<file path="src/rtl/vpd_pkg.sv">
package vpd_pkg;
  localparam int NSRC  = 2;
  localparam int SEL_W = (NSRC > 1) ? $clog2(NSRC) : 1;
  localparam int PRE_W = 3;
  localparam int FIN_W = 4;
  localparam int FRAC_PHASES = 7;
  localparam int FRAC_HIT_A  = 0;
  localparam int FRAC_HIT_B  = 3;

  typedef enum logic [1:0] {
    OSEL_PRE  = 2'd0,
    OSEL_POST = 2'd1,
    OSEL_FRAC = 2'd2,
    OSEL_FRX  = 2'd3
  } osel_e;

  typedef struct packed {
    logic [FIN_W-1:0] fin_n;
    osel_e            osel;
    logic [PRE_W-1:0] pre_n;
    logic             gate_en;
    logic [SEL_W-1:0] in_sel;
  } vpd_cfg_t;

  localparam int CFG_W = $bits(vpd_cfg_t);

  localparam vpd_cfg_t CFG_RST = '{
    fin_n:   '0,
    osel:    OSEL_POST,
    pre_n:   PRE_W'(4),
    gate_en: 1'b0,
    in_sel:  '0
  };
endpackage

</file>
<file path="src/rtl/vpd_cnt_div.sv">
module vpd_cnt_div #(
  parameter int W = 4
) (
  input  logic         clk,
  input  logic         rst_n,
  input  logic         clr,
  input  logic         in_stb,
  input  logic [W-1:0] lim,
  output logic         out_stb
);
  logic [W-1:0] cnt;

  // Pass the strobe on which the count reaches its limit.
  assign out_stb = in_stb && (cnt == lim);

  always_ff @(posedge clk or negedge rst_n) begin
    if (!rst_n)      cnt <= '0;
    else if (clr)    cnt <= '0;
    else if (in_stb) cnt <= out_stb ? '0 : cnt + 1'b1;
  end
endmodule

</file>
<file path="src/rtl/vpd_frac35.sv">
module vpd_frac35 #(
  parameter int PHASES = 7,
  parameter int HIT_A  = 0,
  parameter int HIT_B  = 3
) (
  input  logic clk,
  input  logic rst_n,
  input  logic clr,
  input  logic in_stb,
  output logic out_stb
);
  localparam int PH_W = (PHASES > 1) ? $clog2(PHASES) : 1;
  localparam logic [PH_W-1:0] PH_LAST = PH_W'(PHASES - 1);
  localparam logic [PH_W-1:0] PH_A    = PH_W'(HIT_A);
  localparam logic [PH_W-1:0] PH_B    = PH_W'(HIT_B);

  logic [PH_W-1:0] ph;

  // Two hits per cycle of PHASES strobes, spaced 3 and 4 apart.
  assign out_stb = in_stb && ((ph == PH_A) || (ph == PH_B));

  always_ff @(posedge clk or negedge rst_n) begin
    if (!rst_n)      ph <= '0;
    else if (clr)    ph <= '0;
    else if (in_stb) ph <= (ph == PH_LAST) ? '0 : ph + 1'b1;
  end
endmodule

</file>
<file path="src/rtl/vpd_cfg_shadow.sv">
module vpd_cfg_shadow
  import vpd_pkg::*;
(
  input  logic     clk,
  input  logic     rst_n,
  input  logic     we,
  input  vpd_cfg_t wdata,
  input  logic     boundary,
  output vpd_cfg_t act,
  output logic     load
);
  logic     pend;
  vpd_cfg_t pend_cfg;

  // Swap only at an output boundary, or at once while nothing flows.
  assign load = pend && (boundary || !act.gate_en);

  always_ff @(posedge clk or negedge rst_n) begin
    if (!rst_n) begin
      act      <= CFG_RST;
      pend     <= 1'b0;
      pend_cfg <= CFG_RST;
    end else begin
      if (load) act <= pend_cfg;
      if (we) begin
        pend     <= 1'b1;
        pend_cfg <= wdata;
      end else if (load) begin
        pend <= 1'b0;
      end
    end
  end
endmodule

</file>
<file path="src/rtl/vpd_chain.sv">
module vpd_chain
  import vpd_pkg::*;
(
  input  logic                clk,
  input  logic                rst_n,
  input  logic [NSRC-1:0]     src_stb_i,
  input  logic                cfg_we_i,
  input  logic [CFG_W-1:0]    cfg_wdata_i,
  output logic                sel_stb_o,
  output logic                fin_stb_o
);
  vpd_cfg_t         act_cfg;
  logic [CFG_W-1:0] act_word;
  logic             load;
  logic             src_g;
  logic             pre_p;
  logic             post_p;
  logic             frac_p;
  logic             mux_p;
  logic             fin_p;

  assign act_word = act_cfg;

  vpd_cfg_shadow u_shadow (
    .clk      (clk),
    .rst_n    (rst_n),
    .we       (cfg_we_i),
    .wdata    (vpd_cfg_t'(cfg_wdata_i)),
    .boundary (fin_p),
    .act      (act_cfg),
    .load     (load)
  );

  // Input selector followed by the enable gate.
  generate
    if (NSRC > 1) begin : g_multi_src
      assign src_g = act_cfg.gate_en && src_stb_i[act_cfg.in_sel];
    end else begin : g_one_src
      assign src_g = act_cfg.gate_en && src_stb_i[0];
    end
  endgenerate

  vpd_cnt_div #(.W(PRE_W)) u_pre (
    .clk     (clk),
    .rst_n   (rst_n),
    .clr     (load),
    .in_stb  (src_g),
    .lim     (act_cfg.pre_n),
    .out_stb (pre_p)
  );

  vpd_cnt_div #(.W(1)) u_post (
    .clk     (clk),
    .rst_n   (rst_n),
    .clr     (load),
    .in_stb  (pre_p),
    .lim     (1'b1),
    .out_stb (post_p)
  );

  vpd_frac35 #(
    .PHASES (FRAC_PHASES),
    .HIT_A  (FRAC_HIT_A),
    .HIT_B  (FRAC_HIT_B)
  ) u_frac (
    .clk     (clk),
    .rst_n   (rst_n),
    .clr     (load),
    .in_stb  (pre_p),
    .out_stb (frac_p)
  );

  always_comb begin
    case (act_cfg.osel)
      OSEL_PRE:  mux_p = pre_p;
      OSEL_POST: mux_p = post_p;
      default:   mux_p = frac_p;
    endcase
  end

  vpd_cnt_div #(.W(FIN_W)) u_fin (
    .clk     (clk),
    .rst_n   (rst_n),
    .clr     (load),
    .in_stb  (mux_p),
    .lim     (act_cfg.fin_n),
    .out_stb (fin_p)
  );

  always_ff @(posedge clk or negedge rst_n) begin
    if (!rst_n) begin
      sel_stb_o <= 1'b0;
      fin_stb_o <= 1'b0;
    end else begin
      sel_stb_o <= mux_p;
      fin_stb_o <= fin_p;
    end
  end
endmodule

</file>
<file path="config.mk">
export PLATFORM = sky130hd
export DESIGN_NAME = vpd_chain
export DESIGN_NICKNAME = d
export VERILOG_FILES = /design/src/rtl/vpd_pkg.sv /design/src/rtl/vpd_cnt_div.sv /design/src/rtl/vpd_frac35.sv /design/src/rtl/vpd_cfg_shadow.sv /design/src/rtl/vpd_chain.sv
export SDC_FILE = /design/constraint.sdc
export NUM_CORES = 1
export LEC_CHECK = 0
export BUFFER_PORTS_ARGS = -buffer_cell sky130_fd_sc_hd__buf_4
export CAP_MARGIN = 40
export CORE_AREA = 2 2 66 68
export DETAILED_ROUTE_END_ITERATION = 8
export DIE_AREA = 0 0 68 70
export MAX_ROUTING_LAYER = met4
export PLACE_DENSITY = 0.6
export SLEW_MARGIN = 25
export SYNTH_ARGS = -nofsm -noshare
export SYNTH_HDL_FRONTEND = slang
export SYNTH_SLANG_ARGS = --single-unit
</file>
<file path="constraint.sdc">
create_clock -name clk -period 2.5 [get_ports clk]
set_input_delay 0.25 -clock clk [delete_from_list [all_inputs] [get_ports clk]]
set_output_delay 0.25 -clock clk [all_outputs]
set_load 0.01 [all_outputs]
</file>
# Word-level counts from Yosys, hierarchy flattened
# Cells that the tools add are included.
# W data, S select, Z words.
[word_totals]
reg_bits = 36
word_cells = 59
output_inout_bits = 2
[classes]
n_eq_ne = 5
n_reduce_logical = 15
muxes = 17
add_sub_neg = 4
n_lt_le_gt_ge = 1
[op_table]
columns = ["operator", "n"]
rows = [
  ["$mux W3", 6],
  ["$mux W4", 3],
  ["$reduce_bool A2 Y1", 4],
  ["$mux W1", 7],
  ["$add A3 B1 Y3 const B", 2],
  ["$logic_and A1 B1 Y1", 6],
  ["$add A4 B1 Y4 const B", 1],
  ["$eq A4 B4 Y1", 1],
  ["$eq A3 B2 Y1 const B", 1],
  ["$eq A3 B3 Y1", 1],
  ["$eq A3 B3 Y1 const B", 1],
  ["$logic_not A3 Y1", 1],
  ["$eq A2 B1 Y1 const B", 1],
  ["$logic_not A2 Y1", 1],
  ["$logic_or A1 B1 Y1", 2],
  ["$lt A1 B2 Y1 const B", 1],
  ["$pmux W1 S2", 1],
  ["$add A1 B1 Y1 const B", 1],
  ["$logic_not A1 Y1", 1],
]

# Longest topological paths before layout
[depth]
depth_word = 11
ltp_mapped = 7

# By module
# A second synthesis with hierarchy kept.
[hier_totals]
hier_cells = 133
hier_area_um2 = 1712.9
[by_module_without_submodules]
columns = ["mod", "n_inst", "cells_each", "seq_area_each_um2", "area_each_um2"]
rows = [
  ["vpd_cfg_shadow", 1, 53, 580.6, 874.6],
  ["vpd_cnt_div at u_fin", 1, 26, 100.1, 270.3],
  ["vpd_cnt_div at u_pre", 1, 22, 75.1, 236.5],
  ["vpd_frac35", 1, 18, 75.1, 183.9],
  ["vpd_chain", 1, 8, 50.0, 88.8],
  ["vpd_cnt_div at u_post", 1, 6, 25.0, 58.8],
]

# Worst setup path before layout
# Ideal clock, no wire load.
[synth_timing]
path_type = "register to register"
startpoint = "register u_frac.ph[0]"
endpoint = "register u_shadow.act[2] in the netlist's numbering"
t_arrival_ps = 1812
path_slack_ps = 563
t_required_ps = 2375
path_buffers = 1
setup_time_ps = 125
path_stages_with_launch = 8
cell_sequence = "dfrtp_1 and2_2 ha_1 nor2b_1 a211oi_4 a41oi_4 buf_6 mux2_4"
[synth_between]
elab_chain_len = 7
elab_cells_between_ends = 8
cone_classes = "1 x eq/ne; 1 x mux; 6 x reduce/logical"
[synth_rtl]
columns = ["item", "line_no", "text"]
rows = [
  ["start, declared", "vpd_frac35.sv:17", "logic [PH_W-1:0] ph;"],
  ["start signal, assigned", "vpd_frac35.sv:25", "else if (in_stb) ph <= (ph == PH_LAST) ? '0 : ph + 1'b1;"],
  ["$eq A3 B2 Y1 or $logic_not A3 Y1 (tied branches)", "vpd_frac35.sv:20", "assign out_stb = in_stb && ((ph == PH_A) || (ph == PH_B));"],
  ["$logic_or A1 B1 Y1 *", "vpd_frac35.sv:20", ""],
  ["$logic_and A1 B1 Y1 *", "vpd_frac35.sv:20", ""],
  ["$pmux W1 S2 *", "vpd_chain.sv:74", "case (act_cfg.osel)"],
  ["$logic_and A1 B1 Y1 *", "vpd_cnt_div.sv:14", "assign out_stb = in_stb && (cnt == lim);"],
  ["$logic_or A1 B1 Y1 *", "vpd_cfg_shadow.sv:16", "assign load = pend && (boundary || !act.gate_en);"],
  ["$logic_and A1 B1 Y1 *", "vpd_cfg_shadow.sv:16", ""],
  ["end signal, assigned", "vpd_cfg_shadow.sv:24", "if (load) act <= pend_cfg;"],
  ["end, declared", "vpd_cfg_shadow.sv:9", "output vpd_cfg_t act,"],
]
# Every way passes the cells marked *; elsewhere a longest branch is shown, timed or not.
# A chain may end at the register's enable or synchronous reset.

# Worst setup path after layout
[layout_timing]
startpoint = "register u_frac.ph[0]"
endpoint = "register u_shadow.act[0] in the netlist's numbering"
# The elaborated chain is that of the path after synthesis.

==> impl_metrics.csv <==
group,metric,value,unit
status,outcome,"finished clean",
cts,clk_pin_slew,0.07,ns
synthesis,ys.flop_type,"dfrtp_1",
global_route,grt_antenna_before_repair,0,
sta,max_slew_margin,0.651,
pwr,p_total,2240,µW
floorplan,io_pins,18,
cts,cts_setup_buffers,0,
detailed_routing,ant_nets,0,
synthesis,synthCells,137,
detailed_routing,wl,3.15,mm
cts,cts_inserted_buffers,5,
cts,clock_path_buffers,2,
synthesis,synth.most_common_cell,"dfrtp_1",
synthesis,ys_seq_area_frac,0.518,
setup_path,worst-path-max-fanout,14,
setup_path,arrival,2.26,ns
setup_path,endpoint,"u_shadow.act[0]$_DFFE_PN0P_",
final_layout,syn_to_final_growth,16.7,%
setup_path,required,2.67,ns
synthesis,synth_commonest_cells,"dfrtp_1 (32), mux2_2 (15), nand3_1 (7)",
setup_path,reg2reg_depth,7,
sta,fin_skew,0.00744,ns
synthesis,synth_cell_type_count,40,
sta,setup_ws,0.411,ns
sta,setup_viol,0,
detailed_routing,wire_per_inst,14.9,µm
place,gp_congestion,0.821,
cts,cts_tree,"built",
pwr,p_leak,0.000875,µW
synthesis,synth_edf_count,0,
synthesis,synth_area_leaders,"dfrtp_1 (46%), mux2_2 (9.7%), dfstp_2 (6.0%), mux2_4 (5.2%), nand4b_1 (2.5%)",
sta,tns,0,ns
cts,h-tree-depth,2,
detailed_routing,detail_route.first_pass.iterations,4,
setup_path,reg2reg_slack,0.41,ns
cts,clock-sinks,36,
floorplan,fp.coreArea,0.00414,mm²
min_path,min_path_type,"primary input to flop",
floorplan,die_area,0.00476,mm²
sta,worst_pin_slew,0.524,ns
setup_path,r2r-end,"u_shadow.act[0]$_DFFE_PN0P_",
synthesis,yosys.area.top_type,"dfrtp_1",
global_route,grt_pass1_vias,1134,
floorplan,start_util,0.422,
pwr,peakVddDrop,0.426,mV
sta,post-route-min-period,2.09,ns
detailed_routing,drc,0,
global_route,grt_max_degree,37,
setup_path,startpoint_type,"flop",
job,cap_violations,0,
cts,cts_root_buf,"clkbuf_8",
sta,rsz0062_at_grt,"no",
place,port_buffers,17,
place,post-dp-hpwl,2.28,mm
synthesis,syn-cell-area,0.00175,mm²
detailed_routing,via_count,1162,
setup_path,critPathLaunch,"u_frac.ph[0]$_DFFE_PN0P_",
floorplan,die_y,70,µm
sta,fin_crit_sh,0.836,
global_route,gr-total-overflow,0,
floorplan,num_rows,24,
setup_path,r2r-start,"u_frac.ph[0]$_DFFE_PN0P_",
global_route,grt_pass1_wl,5.37,mm
place,pre_cts_slack,0.421,ns
sta,finalMaxSlewViolations,0,
synthesis,ys_ff_latch,36,
synthesis,syn_nets,156,
cts,clock_latency,0.28,ns
floorplan,die_w,68,µm
setup_path,crit_path_end_kind,"flop",
pwr,power_density,1100,mW/mm²
detailed_routing,viasPerCell,5.48,
setup_path,critical_path_class,"flop to flop",
final_layout,nets,178,
synthesis,async_flop_share,1.00,
global_route,global_route.usage.total,0.156,
sta,hold_violations,0,
synthesis,syn_avg_cell_area,12.8,µm²
detailed_routing,drtIter0Drc,49,
synthesis,yosys.area.top_type_share,0.458,
final_layout,drive_gt1_frac,0.363,
synthesis,yosysWarnings,0,
cts,cts_resized,0,
sta,max_freq,0.479,GHz
final_layout,antennaDiodeCount,0,
cts,cts_hold_buf,1,
## registers in the layout, summed over array words and instances (netlist names)
signal             cells
u_fin.cnt              4
u_shadow.act          11
u_shadow.pend_cfg     11
fin_stb_o              1
u_pre.cnt              3
u_frac.ph              3
sel_stb_o              1
u_post.cnt             1
u_shadow.pend          1
## power breakdown
| part | leakage [µW] | internal, µW | switching (µW) |
|---|---|---|---|
| sequential | 0.000431 | 781 | 167 |
| clock | 0.0000515 | 251 | 199 |
| combinational | 0.000393 | 403 | 434 |
## worst max-delay path, cell delays in order (launching register included)
cell and delay, ns:
dfrtp_1 0.43, and2_2 0.21, ha_1 0.17, nor2b_1 0.23, a211oi_4 0.13, a41oi_4 0.17
buf_4 0.26, mux2_2 0.36
## per-stage QoR
step	instance area, µm²	hold slack, ns	std cells	util
CTS	2040	0.187	212	0.492
finish	2040	0.194	212	0.492
global route	2040	0.189	212	0.492
floorplan	1750	-0.0456	137	-
global placement	1930	0.228	203	0.466
detailed placement	1930	0.234	203	0.466
## layout by cell type, fill, tap and decap left out, drive strengths merged, types with 2 or more instances in the layout
| cell | n |
|---|---|
| o21ai | 3 |
| dfrtp | 32 |
| a21oi | 2 |
| dfstp | 4 |
| nand2b | 2 |
| nor2b | 3 |
| nor2 | 2 |
| a2111oi | 2 |
| o22ai | 2 |
| inv | 2 |
| ha | 3 |
| nand3 | 7 |
| or3 | 4 |
| nand4b | 5 |
| xnor2 | 4 |
| xor2 | 3 |
| clkbuf | 8 |
| a21boi | 4 |
| nand2 | 5 |
| buf | 19 |
| nand4 | 3 |
| o31ai | 4 |
| mux2 | 21 |
| nor3 | 2 |
## layout make-up
cell class | count | area [µm²]
timing repair buffer | 20 | 153
multi-input combinational | 94 | 810
tap | 52 | 65.1
fill | 394 | 2100
sequential | 36 | 906
clock buffer | 8 | 100
inverter | 2 | 7.51
## logic make-up (layout without fill, tap and decap cells)
logic type      count (synthesis)  count (layout)  share of synthesized area
flops                          36              36                      0.518
xor+xnor                        7               7                     0.0351
mux                            22              22                      0.154
compound gates                 22              22                      0.107
simple gates                   40              40                      0.145
buf+inv                         7              30                     0.0193
fa+ha+maj                       3               3                     0.0215
## layer usage
| metal | wire (µm) | vias up | track usage |
|---|---|---|---|
| li1 | - | 556 | - |
| met4 | 54 | 0 | 0.0800 |
| met3 | 105 | 6 | 0.0338 |
| met2 | 1480 | 23 | 0.221 |
| met5 | 0 | - | - |
| met1 | 1510 | 577 | 0.210 |
## worst min path at each step
stage / depth (start not counted) / from / to / slack, ns
after global routing: 2 / cfg_wdata_i[10] / u_shadow.pend_cfg[10]$_DFFE_PN0P_ / 0.19
after detailed placement: 1 / rst_n / u_fin.cnt[2]$_DFFE_PN0P_ / 0.23
after global placement: 1 / rst_n / u_fin.cnt[3]$_DFFE_PN0P_ / 0.23
after floorplan: 0 / rst_n / fin_stb_o$_DFF_PN0_ / -0.05
final: 2 / cfg_wdata_i[8] / u_shadow.pend_cfg[8]$_DFFE_PN0P_ / 0.19
after CTS: 2 / cfg_wdata_i[8] / u_shadow.pend_cfg[8]$_DFFE_PN0P_ / 0.19
(Power assumes the default switching activity.)
